[src/rtl/prescale_pkg.sv]
`timescale 1ns/1ps
package prescale_pkg;
  localparam int unsigned SEL_W     = 3;
  localparam int unsigned MIN_RATIO = 2;
  localparam int unsigned MAX_RATIO = 6;
  localparam int unsigned RATIO_W   = $clog2(MAX_RATIO + 1);

  // Codes 0 .. LAST_DIV select ratios MIN_RATIO upward, one step per code.
  localparam logic [SEL_W-1:0] SEL_LAST_DIV = SEL_W'(MAX_RATIO - MIN_RATIO);
  localparam logic [SEL_W-1:0] SEL_PASS     = SEL_W'(6);

  typedef enum logic [1:0] {
    MODE_HOLD = 2'd0,
    MODE_PASS = 2'd1,
    MODE_DIV  = 2'd2
  } mode_e;

  typedef struct packed {
    mode_e              mode;
    logic [RATIO_W-1:0] ratio;
  } cfg_t;
endpackage

[src/rtl/prescale_decode.sv]
`timescale 1ns/1ps
module prescale_decode
  import prescale_pkg::*;
(
  input  logic [SEL_W-1:0] sel_i,
  output cfg_t             cfg_o
);

  always_comb begin
    cfg_o.mode  = MODE_HOLD;
    cfg_o.ratio = RATIO_W'(MIN_RATIO);
    if (sel_i <= SEL_LAST_DIV) begin
      cfg_o.mode  = MODE_DIV;
      cfg_o.ratio = RATIO_W'(sel_i) + RATIO_W'(MIN_RATIO);
    end else if (sel_i == SEL_PASS) begin
      cfg_o.mode  = MODE_PASS;
      cfg_o.ratio = RATIO_W'(1);
    end
  end

  // every divide code maps into the supported ratio window
  always_comb begin
    if (cfg_o.mode == MODE_DIV) begin
      assert_ratio_range_R3: assert (cfg_o.ratio >= RATIO_W'(MIN_RATIO) &&
                                     cfg_o.ratio <= RATIO_W'(MAX_RATIO));
    end
  end

endmodule

[src/rtl/prescale_phase.sv]
`timescale 1ns/1ps
module prescale_phase
  import prescale_pkg::*;
(
  input  logic clk_i,
  input  logic rst_ni,
  input  logic pd_i,
  input  cfg_t cfg_i,
  output logic div_o,
  output logic pass_o
);

  mode_e              mode_q, mode_d;
  logic [RATIO_W-1:0] ratio_q, ratio_d;
  logic [RATIO_W-1:0] cnt_q, cnt_d, cnt_inc, high_len;
  logic               lvl_q, lvl_d;
  logic               wrap, load;

  assign cnt_inc  = cnt_q + RATIO_W'(1);
  assign high_len = ratio_q >> 1;
  assign wrap     = (mode_q == MODE_DIV) && (cnt_inc == ratio_q);
  // A new configuration is accepted only where an output rise would occur.
  assign load     = (mode_q != MODE_DIV) || wrap;

  always_comb begin
    mode_d  = mode_q;
    ratio_d = ratio_q;
    cnt_d   = cnt_inc;
    lvl_d   = (cnt_inc < high_len);
    if (pd_i) begin
      mode_d = MODE_HOLD;
      cnt_d  = '0;
      lvl_d  = 1'b0;
    end else if (load) begin
      mode_d  = cfg_i.mode;
      ratio_d = cfg_i.ratio;
      cnt_d   = '0;
      lvl_d   = (cfg_i.mode == MODE_DIV);
    end
  end

  always_ff @(posedge clk_i or negedge rst_ni) begin
    if (!rst_ni) begin
      mode_q  <= MODE_HOLD;
      ratio_q <= RATIO_W'(MIN_RATIO);
      cnt_q   <= '0;
      lvl_q   <= 1'b0;
    end else begin
      mode_q  <= mode_d;
      ratio_q <= ratio_d;
      cnt_q   <= cnt_d;
      lvl_q   <= lvl_d;
    end
  end

  assign div_o  = lvl_q;
  assign pass_o = (mode_q == MODE_PASS);

  assert_pd_low_R7: assert property (@(posedge clk_i) disable iff (!rst_ni)
    pd_i |=> (!lvl_q && mode_q == MODE_HOLD));

  assert_hold_low_R6: assert property (@(posedge clk_i) disable iff (!rst_ni)
    (mode_q == MODE_HOLD) |-> !lvl_q);

  assert_cfg_kept_R8: assert property (@(posedge clk_i) disable iff (!rst_ni)
    (mode_q == MODE_DIV && !pd_i && !wrap) |=> ($stable(ratio_q) && mode_q == MODE_DIV));

  assert_cnt_bound_R3: assert property (@(posedge clk_i) disable iff (!rst_ni)
    (mode_q == MODE_DIV) |-> (cnt_q < ratio_q));

  assert_rise_at_start_R4: assert property (@(posedge clk_i) disable iff (!rst_ni)
    $rose(lvl_q) |-> (cnt_q == '0));

  assert_high_len_R4: assert property (@(posedge clk_i) disable iff (!rst_ni)
    ($fell(lvl_q) && mode_q == MODE_DIV) |-> (cnt_q == high_len));

endmodule

[src/rtl/prescale_outmux.sv]
`timescale 1ns/1ps
module prescale_outmux (
  input  logic clk_i,
  input  logic rst_ni,
  input  logic pass_i,
  input  logic div_i,
  output logic clk_o
);

  assign clk_o = pass_i ? clk_i : div_i;

  // just before a falling input edge the passed-through output is high
  assert_pass_tracks_R5: assert property (@(negedge clk_i) disable iff (!rst_ni)
    pass_i |-> clk_o);

endmodule

[src/rtl/clk_prescaler.sv]
`timescale 1ns/1ps
module clk_prescaler
  import prescale_pkg::*;
(
  input  logic             clk_i,
  input  logic             rst_ni,
  input  logic [SEL_W-1:0] ratio_sel_i,
  input  logic             pwr_down_i,
  output logic             clk_o
);

  cfg_t cfg;
  logic div_lvl;
  logic pass_en;

  prescale_decode u_decode (
    .sel_i (ratio_sel_i),
    .cfg_o (cfg)
  );

  prescale_phase u_phase (
    .clk_i  (clk_i),
    .rst_ni (rst_ni),
    .pd_i   (pwr_down_i),
    .cfg_i  (cfg),
    .div_o  (div_lvl),
    .pass_o (pass_en)
  );

  prescale_outmux u_outmux (
    .clk_i  (clk_i),
    .rst_ni (rst_ni),
    .pass_i (pass_en),
    .div_i  (div_lvl),
    .clk_o  (clk_o)
  );

  // right after reset is released the output is either still low or
  // beginning a fresh period
  assert_reset_exit_R1: assert property (@(posedge clk_i) disable iff (!rst_ni)
    $rose(div_lvl) |-> !pass_en);

endmodule

[config.mk]
export PLATFORM = sky130hd
export DESIGN_NAME = clk_prescaler
export DESIGN_NICKNAME = d
export VERILOG_FILES = /design/src/rtl/prescale_pkg.sv /design/src/rtl/prescale_decode.sv /design/src/rtl/prescale_phase.sv /design/src/rtl/prescale_outmux.sv /design/src/rtl/clk_prescaler.sv
export SDC_FILE = /design/constraint.sdc
export NUM_CORES = 1
export LEC_CHECK = 0
export BUFFER_PORTS_ARGS = -buffer_cell sky130_fd_sc_hd__clkbuf_2
export CORE_AREA = 5 5 42 44
export CTS_BUF_LIST = sky130_fd_sc_hd__clkbuf_16
export CTS_CLUSTER_DIAMETER = 200
export DETAILED_ROUTE_END_ITERATION = 8
export DIE_AREA = 0 0 47 49
export PLACE_DENSITY_LB_ADDON = 0.25
export SLEW_MARGIN = 10
export SYNTH_ARGS = -nofsm -noshare
export SYNTH_HDL_FRONTEND = slang
export SYNTH_SLANG_ARGS = --single-unit
[constraint.sdc]
create_clock -name clk_i -period 2.52 [get_ports clk_i]
set_input_delay 0.252 -clock clk_i [delete_from_list [all_inputs] [get_ports clk_i]]
set_output_delay 0.252 -clock clk_i [all_outputs]
set_load 0.03 [all_outputs]
# Yosys cells after proc, flatten, opt, wreduce, memory -nomap -nowiden
# Index checks and enable logic that the tools add are counted.
# Widths: inputs -> output; s select.
[totals]
mem_bits_rw = 0
regBits = 9
inputBits = 6
output_inout_bits = 1
mem_count = 0
elab_cells = 28
rom_bits = 0
latch_bits = 0
[classes]
multipliers = 0
addsub = 2
n_mux = 9
reduce_logical = 4
shift = 0
n_bitwise = 1
n_div = 0
order_cmp = 2
eq_ne = 6
[op_table]
columns = ["operator", "n"]
rows = [
  ["$mux 3", 2],
  ["$mux 5", 1],
  ["$eq 2x2->1 const B", 2],
  ["$mux 2", 2],
  ["$mux 4", 1],
  ["$add 3x1->3 const B", 1],
  ["$add 3x2->3 const B", 1],
  ["$eq 3x3->1", 1],
  ["$eq 3x3->1 const B", 1],
  ["$le 3x3->1 const B", 1],
  ["$lt 3x2->1", 1],
  ["$mux 1", 3],
  ["$eq 2x1->1 const B", 1],
  ["$ne 2x2->1 const B", 1],
  ["$reduce_and 2->1", 1],
  ["$reduce_bool 2->1", 1],
  ["$logic_and 1x1->1", 1],
  ["$logic_or 1x1->1", 1],
  ["$not 1->1", 1],
]

# Longest topological paths before layout
[depth]
word_depth = 6
depth_mapped = 5
ltp_nobuf = 5

# Modules after synthesis
# A second synthesis with hierarchy kept.
[hier_totals]
hier_cells = 51
area_unflattened_um2 = 539.3
[modules_own_cells]
columns = ["mod", "cells_per_inst", "instances", "area_each_um2", "seq_area_each_um2"]
rows = [
  ["prescale_phase", 42, 1, 475.5, 226.5],
  ["prescale_decode", 8, 1, 48.8, 0.0],
  ["prescale_outmux", 1, 1, 15.0, 0.0],
]

==> results_dict.tcl <==
set metrics [dict create \
    r2r-end "u_phase.ratio_q[0]" \
    cts_tree "done" \
    place.gp.congestion 0.783 \
    slew_headroom_pct 74.3 \
    yosysWarningCount 0 \
    arrival_ps 1910 \
    avgSynthCellArea_um2 11.8 \
    nNetsFinal 66 \
    route.detailed.drc 0 \
    clk_latency_ps 360 \
    synth_cell_type_count 22 \
    pwr-share-comb_pct 13.1 \
    hold_violations 0 \
    hold_path_end "u_phase.mode_q[0]" \
    rsz0062_at_grt "no" \
    grt_pass1_wl_um 1850 \
    min_path_type "primary input to register" \
    start_util_pct 37.1 \
    ctsResizeCount 0 \
    holdPathStages 3 \
    finalSetupViolCount 0 \
    r2r_setup_slack_ps 480 \
    power_switching_share_pct 22.6 \
    dp_slack_ps 517 \
    path_clk_slew_ps 40 \
    worstSetupEndpointType "output pin" \
    max_stage_delay_ps 230 \
    antenna_cells 0 \
    die_h_um 49 \
    firstDrtPassIters 4 \
    p_per_area_nw_per_um2 1120 \
    drv_slew 0 \
    finalSetupTns_ps 0 \
    synth_area_um2 520 \
    power.leakage_uw 0.000344 \
    vias 391 \
    drt-total-wl_um 1140 \
    die_x_um 47 \
    seq_area_frac_synth_pct 43.5 \
    ir_worst_vdd_mv 0.444 \
    vias_per_cell 5.36 \
    pin_count 7 \
    syn-num-nets 52 \
    worstRegToRegCells 5 \
    fill_cells 121 \
    fp-row-count 14 \
    min-delay-start "ratio_sel_i[1]" \
    timing.final.ws_setup_ps 357 \
    p_clk_share_pct 65.1 \
    grt_usage_pct 14.2 \
    seqPwrFrac_pct 21.9 \
    drtAntennaViolNets 0 \
    grt_max_degree 10 \
    gr-total-overflow 0 \
    final_cell_mix "dfrtp_1 (8), clkbuf_16 (6), clkbuf_2 (6)" \
    skew_ps 2.77 \
    worstPathRequired_ps 2270 \
    tightest_slew_ps 386 \
    critPathMostFrequentCell "clkbuf_16" \
    cp_cell_sequence "clkbuf_16 -> clkbuf_16 -> a31o_2 -> clkbuf_2" \
    yosys_register_bits 9 \
    syn_to_final_growth_pct 40.4 \
    intPower_uw 636 \
    post_cts_buffers 0 \
    critPathLaunchType "clock port" \
    drive_gt1_share_pct 38.6 \
    antenna_found_initial 0 \
    path_max_fanout 2 \
    coreArea_um2 1400 \
    grt_pass1_vias 411 \
    cts_hold_buf 1 \
    drt_iter0_drc 2 \
    final_common_cell "dfrtp_1" \
    cap_violations 0 \
    status "completed" \
    portBuffers 6 \
    p_sw_uw 185 \
    hpwl_um 730 \
    synthCells 44 \
    wire_per_inst_um 15.6 \
    cp_slowest_cell "a31o_2" \
    rr_startpoint "u_phase.cnt_q[0]" \
    die_area_um2 2300 \
    worstSetupPathType "clock port to output pin" \
]
-- stage by stage --
step,total power (µW),util (%),cell area (µm²),hold slack (ps),instances
detailed placement,299,40.4,567,124,65
global placement,297,40.4,567,120,65
global route,856,52.1,731,212,73
CTS,837,52.1,731,199,73
floorplan,273,-,520,-43.6,44
finish,821,52.1,731,202,73
-- how the worst max path moves through the flow --
stage	start	end	slack, ps	depth (start not counted)
5_1_grt	clk_i	clk_o	340	4
3_5_place_dp	u_phase.cnt_q[0]	u_phase.ratio_q[2]	520	5
4_1_cts	clk_i	clk_o	350	4
2_1_floorplan	u_phase.cnt_q[0]	u_phase.ratio_q[0]	600	5
3_3_place_gp	u_phase.cnt_q[0]	u_phase.ratio_q[2]	540	5
6_report	clk_i	clk_o	360	4
-- registers in the layout, indices dropped and copies added (netlist names) --
| register | cells |
|---|---|
| u_phase.cnt_q | 3 |
| u_phase.div_o | 1 |
| u_phase.mode_q | 2 |
| u_phase.ratio_q | 3 |
-- critical path, delay by kind of cell --
family          cells  cell delay, ps
buf+inv             3             430
compound gates      1             230
-- power groups by stage --
stage	clock network, µW	logic, µW	registers, µW
2_1_floorplan	9.98	86.6	176
3_5_place_dp	12.3	105	182
6_report	534	107	180
4_1_cts	548	109	180
5_1_grt	555	118	182
3_3_place_gp	12.3	103	182
-- cells in the mapped netlist --
cell type	count	area share, %
xor2_1	1	1.7
nor2_4	1	2.2
xnor2_1	2	3.4
nor3_1	3	2.9
inv_1	3	2.2
nand2_1	4	2.9
o21ai_0	2	1.9
a21boi_0	1	1.4
nor3b_1	2	2.9
mux2i_1	1	1.9
dfrtp_1	8	38
xnor3_2	1	4.6
buf_1	1	0.72
mux2_4	3	8.7
a211oi_1	1	1.4
a31o_2	2	3.4
nor2_1	2	1.4
a311o_2	1	2.2
nand3_1	1	0.96
dfstp_2	1	5.0
a311oi_4	1	5.0
ha_1	2	4.8
-- layer usage --
metal,up-vias,track usage (%),wire [µm]
li1,184,-,-
met1,190,12.0,431
met2,9,16.5,553
met3,8,9.96,73
met4,0,21.7,78
met5,-,0,0
-- kinds of logic after synthesis --
| group | count (synthesis) | share of synthesized area (%) |
|---|---|---|
| XOR/XNOR | 4 | 9.62 |
| AND/OR/NAND/NOR | 13 | 13.2 |
| multiplexers | 4 | 10.6 |
| buffers and inverters | 4 | 2.88 |
| AO/OA/AOI/OAI | 8 | 15.4 |
| flip-flops | 9 | 43.5 |
| adder cells (fa/ha/maj) | 2 | 4.81 |
-- area by class of cell --
class,count,area (µm²),share of cell area [%]
tap,16,20.0,2.74
timing repair buffer,6,35.0,4.79
multi-input combinational,31,279,38.2
clock buffer,7,155,21.2
clock inverter,1,3.75,0.514
inverter,3,11.3,1.54
sequential,9,226,31.0
Note: power is estimated with default switching activity, not from simulation.
